--- src/rtl/bo_pkg.sv ---
// Package: shared types for the retry backoff controller.
// Assumes: nothing beyond a two-state pause sequencer.
package bo_pkg;
    typedef enum logic {
        ST_IDLE = 1'b0,
        ST_WAIT = 1'b1
    } bo_state_e;
endpackage

--- src/rtl/bo_counter.sv ---
// Module: bo_counter
// Holds the backoff count. It starts at 1, doubles on each advance, and
// saturates at CNT_MAX. A clear wins over an advance.
// Assumes: CNT_MAX >= 1; clear and advance are single-cycle strobes.
module bo_counter #(
    parameter int CNT_MAX = 4096,
    parameter int CNT_W   = $clog2(CNT_MAX) + 1
) (
    input  logic             clk,
    input  logic             rst_n,
    input  logic             clear,
    input  logic             advance,
    output logic [CNT_W-1:0] cnt
);
    localparam logic [CNT_W:0]   CEIL_WIDE = (CNT_W+1)'(CNT_MAX);
    localparam logic [CNT_W-1:0] ONE       = CNT_W'(1);

    logic [CNT_W:0]   dbl;
    logic [CNT_W-1:0] nxt;

    // Doubled value, clipped at the ceiling.
    always_comb begin
        dbl = {cnt, 1'b0};
        nxt = (dbl > CEIL_WIDE) ? CNT_W'(CNT_MAX) : dbl[CNT_W-1:0];
    end

    // Count register: reset/clear to 1, otherwise double on advance.
    always_ff @(posedge clk) begin
        if (!rst_n) begin
            cnt <= ONE;
        end else if (clear) begin
            cnt <= ONE;
        end else if (advance) begin
            cnt <= nxt;
        end
    end
endmodule

--- src/rtl/bo_scaler.sv ---
// Module: bo_scaler
// Latches the pause amount in cycles (count << SCALE_SHIFT) when a pause
// is started, and holds it until the next start.
// Assumes: AMT_W >= CNT_W + SCALE_SHIFT.
module bo_scaler #(
    parameter int CNT_W       = 13,
    parameter int SCALE_SHIFT = 7,
    parameter int AMT_W       = CNT_W + SCALE_SHIFT
) (
    input  logic             clk,
    input  logic             rst_n,
    input  logic             load,
    input  logic [CNT_W-1:0] cnt,
    output logic [AMT_W-1:0] amt
);
    logic [AMT_W-1:0] scaled;

    generate
        if (SCALE_SHIFT == 0) begin : g_unscaled
            // Amount equals the count directly.
            always_comb scaled = AMT_W'(cnt);
        end else begin : g_scaled
            // Amount is the count times 2**SCALE_SHIFT.
            always_comb scaled = AMT_W'(cnt) << SCALE_SHIFT;
        end
    endgenerate

    // Amount register: captured on load, held otherwise.
    always_ff @(posedge clk) begin
        if (!rst_n) begin
            amt <= '0;
        end else if (load) begin
            amt <= scaled;
        end
    end
endmodule

--- src/rtl/bo_sequencer.sv ---
// Module: bo_sequencer
// Two-state pause sequencer. A start in IDLE issues a one-cycle pause
// request and enters WAIT. pause_done in WAIT returns to IDLE and gives
// a one-cycle retry permit.
// Assumes: start is only asserted when idle is high.
module bo_sequencer
    import bo_pkg::*;
(
    input  logic clk,
    input  logic rst_n,
    input  logic start,
    input  logic pause_done,
    output logic idle,
    output logic pause_req,
    output logic retry_permit
);
    bo_state_e state;

    // Idle flag for the acceptance logic upstream.
    always_comb idle = (state == ST_IDLE);

    // State and single-cycle output pulses.
    always_ff @(posedge clk) begin
        if (!rst_n) begin
            state        <= ST_IDLE;
            pause_req    <= 1'b0;
            retry_permit <= 1'b0;
        end else begin
            pause_req    <= 1'b0;
            retry_permit <= 1'b0;
            case (state)
                ST_IDLE: begin
                    if (start) begin
                        state     <= ST_WAIT;
                        pause_req <= 1'b1;
                    end
                end
                ST_WAIT: begin
                    if (pause_done) begin
                        state        <= ST_IDLE;
                        retry_permit <= 1'b1;
                    end
                end
                default: state <= ST_IDLE;
            endcase
        end
    end
endmodule

--- src/rtl/retry_backoff_ctrl.sv ---
// Module: retry_backoff_ctrl (top)
// Exponential backoff for retried atomic operations. A failed attempt in
// IDLE issues one pause request of (count << SCALE_SHIFT) cycles, then
// doubles the count up to CNT_MAX. A success or a new operation resets the
// count to 1. Fail strobes during a pause are ignored.
// Assumes: strobes are single-cycle and synchronous to clk.
module retry_backoff_ctrl #(
    parameter int CNT_MAX     = 4096,
    parameter int SCALE_SHIFT = 7,
    localparam int CNT_W      = $clog2(CNT_MAX) + 1,
    localparam int AMT_W      = CNT_W + SCALE_SHIFT
) (
    input  logic             clk,
    input  logic             rst_n,
    input  logic             op_start,
    input  logic             att_ok,
    input  logic             att_fail,
    input  logic             pause_done,
    output logic             pause_req,
    output logic [AMT_W-1:0] pause_amt,
    output logic             retry_permit
);
    logic             clear;
    logic             accept;
    logic             idle;
    logic [CNT_W-1:0] cnt;

    // A reset of the count beats a failure; failures count only when idle.
    always_comb begin
        clear  = op_start | att_ok;
        accept = att_fail & idle & ~clear;
    end

    bo_counter #(
        .CNT_MAX (CNT_MAX),
        .CNT_W   (CNT_W)
    ) u_cnt (
        .clk     (clk),
        .rst_n   (rst_n),
        .clear   (clear),
        .advance (accept),
        .cnt     (cnt)
    );

    bo_scaler #(
        .CNT_W       (CNT_W),
        .SCALE_SHIFT (SCALE_SHIFT),
        .AMT_W       (AMT_W)
    ) u_scl (
        .clk   (clk),
        .rst_n (rst_n),
        .load  (accept),
        .cnt   (cnt),
        .amt   (pause_amt)
    );

    bo_sequencer u_seq (
        .clk          (clk),
        .rst_n        (rst_n),
        .start        (accept),
        .pause_done   (pause_done),
        .idle         (idle),
        .pause_req    (pause_req),
        .retry_permit (retry_permit)
    );
endmodule

--- config.mk ---
export PLATFORM = sky130hd
export DESIGN_NAME = retry_backoff_ctrl
export DESIGN_NICKNAME = d
export VERILOG_FILES = /design/src/rtl/bo_pkg.sv /design/src/rtl/bo_counter.sv /design/src/rtl/bo_scaler.sv /design/src/rtl/bo_sequencer.sv /design/src/rtl/retry_backoff_ctrl.sv
export SDC_FILE = /design/constraint.sdc
export NUM_CORES = 1
export LEC_CHECK = 0
export BUFFER_PORTS_ARGS = -buffer_cell sky130_fd_sc_hd__buf_4
export CAP_MARGIN = 20
export CORE_ASPECT_RATIO = 1.1
export CORE_UTILIZATION = 45
export DETAILED_ROUTE_END_ITERATION = 7
export PLACE_DENSITY_LB_ADDON = 0.05
export SLEW_MARGIN = 25
export SYNTH_ARGS = -nofsm -noshare
export SYNTH_HDL_FRONTEND = slang
export SYNTH_SLANG_ARGS = --single-unit
--- constraint.sdc ---
create_clock -name clk -period 1.75 [get_ports clk]
set_input_delay 0.0875 -clock clk [delete_from_list [all_inputs] [get_ports clk]]
set_output_delay 0.0875 -clock clk [all_outputs]
set_load 0.005 [all_outputs]
==> flow_summary.ini <==
[drt]
totalWireLength_um = 1760
drt_first_iter_violations = 10
drt-pass1-iter-count = 4
via_count = 800
remaining_drc_errors = 0
detail_route.wl_per_cell_um = 11.3
detail_route.vias_per_cell = 5.13
detail-route-antenna-nets = 0

[critical_path]
critical_path.max_stage_delay_ps = 710
category_of_the_worst_setup_path_capture_point = register
r2r_setup_slack_ps = 250
critPathBufInv = 2
timing.critical_path.arrival_ps = 1840
crit_path_top_delay_cell = sky130_fd_sc_hd__or4b_4
cp_cell_sequence = dlygate4sd3_1 -> buf_4 -> or4b_4 -> o32ai_1
worst_setup_path_start_kind = primary input
path_max_fanout = 40
worst_setup_path_type = in -> reg
worst_ep_required_time_ps = 1970
crit_family = simple AND/OR/NAND/NOR gates

[clock_tree]
clock_tree.htree_level_count = 2
number_of_buffers_inserted_by_post_cts_setup_repair = 0
clkSinkCount = 29
cts-buffers-inserted = 5
worstSkewPairLatency_ps = 320
post_cts.resized_instances = 0
cts.clk_slew.worst_paths_ps = 80
cts_root_buf = sky130_fd_sc_hd__clkbuf_4
clock_path_buffers = 2
clock_tree_from_tritoncts = built
cts.hold.buffers_added = 2

[global_route]
via_count_of_the_first_global_routing_pass = 662
first_pass_grt_wire_length_um = 2930
overflow = 0
global_route.usage.total = 0.176
grt_max_degree = 41
number_of_antenna_violations_at_the_first_check_in_global_routing = 0

[final_layout]
layout.cells.most_common_list = 29 x sky130_fd_sc_hd__dfxtp_1, 20 x sky130_fd_sc_hd__buf_4, 15 x sky130_fd_sc_hd__nand2_1
finalInstanceArea_sq_um = 1240
layout.cells.most_common = sky130_fd_sc_hd__dfxtp_1
proportion_of_layout_cells_with_a_drive_suffix_above_1 = 0.227
post_layout_nonfiller_instances = 156
fin_nets = 134
final_standard_cell_utilization_of_the_core = 0.594
area_delta_synth_final_pct = 19.0
antenna_cells_inserted = 0
final_layout_fill_cell_count = 214

[synth]
synthesis.yosys.warnings = 0
syn-cell-area_sq_um = 1040
post_synth.cell_area_avg_sq_um = 9.63
cell_count_after_synthesis = 108
synth_seq_cells = 29
ys_seq_area_frac = 0.558
synth.distinct_cells = 19

[min_path]
holdCritPathClass = in -> reg

[place]
numPlacedInstances = 146
hpwlAfterDp_um = 1060
routabilityCongestion = 0.681
post_dp_cell_area_sq_um = 1150
buffers_added_on_ports = 20

[floorplanning]
starting_density_of_the_core = 0.499
die_y_um = 52.4
rows = 17
floorplan.io_pins = 28
die_w_um = 47.8
fp.dieArea_sq_um = 2510
core_sq_um = 2080

[sta]
timing.final.max_slew_violations = 0
achievable-frequency_mhz = 619
portion_of_the_clock_cycle_consumed_by_the_worst_path_in_the_final_layout = 0.924
final_worst_clock_skew_ps = 8.51
report.final.hold_viol_count = 0
grt_setup_unrepaired = false
setup_tns_ps = 0
finalSetupViolCount = 0
period_needed_ps = 1620

[pwr]
power_density_nw_per_um2 = 906
irDropWorstVdd_v = 0.000678
leakage_nw = 0.475
finalPower_mw = 1.12

[status]
run_status = finished clean

[run]
cap_viol_max_count = 0
flip-flops by register name, summed over array words and instances, names as in the netlist:
register	flops
u_cnt.cnt	13
u_seq.state	1
u_scl.amt	13
u_seq.pause_req	1
u_seq.retry_permit	1
tightest hold or removal path: stages:
cell and delay [ps]:
sky130_fd_sc_hd__buf_4 110, sky130_fd_sc_hd__nand2b_1 80, sky130_fd_sc_hd__a21o_1 110
where the power goes:
| group | switching (mW) | internal [mW] |
|---|---|---|
| clock network | 0.211 | 0.189 |
| registers | 0.00208 | 0.663 |
| logic | 0.0340 | 0.0209 |
| total | 0.247 | 0.874 |
logic make-up (layout without fill, tap and decap cells):
family	after synthesis	count (layout)	share of synthesized area
flops	29	29	0.558
compound gates	27	27	0.185
other cells	1	7	0.00361
simple gates	35	35	0.161
buf+inv	16	30	0.0914
synth_stat cells, drive strengths merged:
cell type | number | area [sq um]
nor2 | 2 | 7.51
conb | 1 | 3.75
nand2 | 15 | 56.3
nand2b | 2 | 12.5
a21o | 1 | 7.51
or2 | 1 | 6.26
clkbuf | 6 | 22.5
a21boi | 1 | 7.51
buf | 10 | 72.6
nand3 | 13 | 65.1
o32ai | 12 | 113
or4b | 1 | 13.8
and3 | 1 | 6.26
o21ai | 13 | 65.1
dfxtp | 29 | 581
final timing paths:
path / startpoint / to / depth (start not counted)
max: att_ok / u_cnt.cnt[5] / 4
min: att_fail / u_cnt.cnt[0] / 3
max reg2reg: u_seq.state / u_cnt.cnt[5] / 2
min reg2reg: u_cnt.cnt[0] / u_cnt.cnt[0] / 1
layer usage:
| metal | wire [um] | track usage | vias up |
|---|---|---|---|
| li1 | - | - | 410 |
| met1 | 851 | 0.231 | 363 |
| met4 | 33 | 0.0972 | 0 |
| met3 | 92 | 0.0931 | 4 |
| met5 | 0 | 0 | - |
| met2 | 778 | 0.225 | 23 |
through the flow:
stage / setup slack, ps / hold WS [ps]
after CTS: 185 / 1.04
after detailed placement: 281 / 316
after global routing: 85.4 / 86.7
after floorplan: 395 / 202
final: 134 / 99.7
after global placement: 306 / 315
final cells by class:
| class | count | area (sq um) | share of cell area |
|---|---|---|---|
| tap | 28 | 35.0 | 0.0283 |
| clock buffer | 7 | 55.1 | 0.0445 |
| timing repair buffer | 23 | 180 | 0.146 |
| sequential | 29 | 581 | 0.469 |
| multi-input combinational | 69 | 387 | 0.312 |
Power figures use the tool's default switching activity.
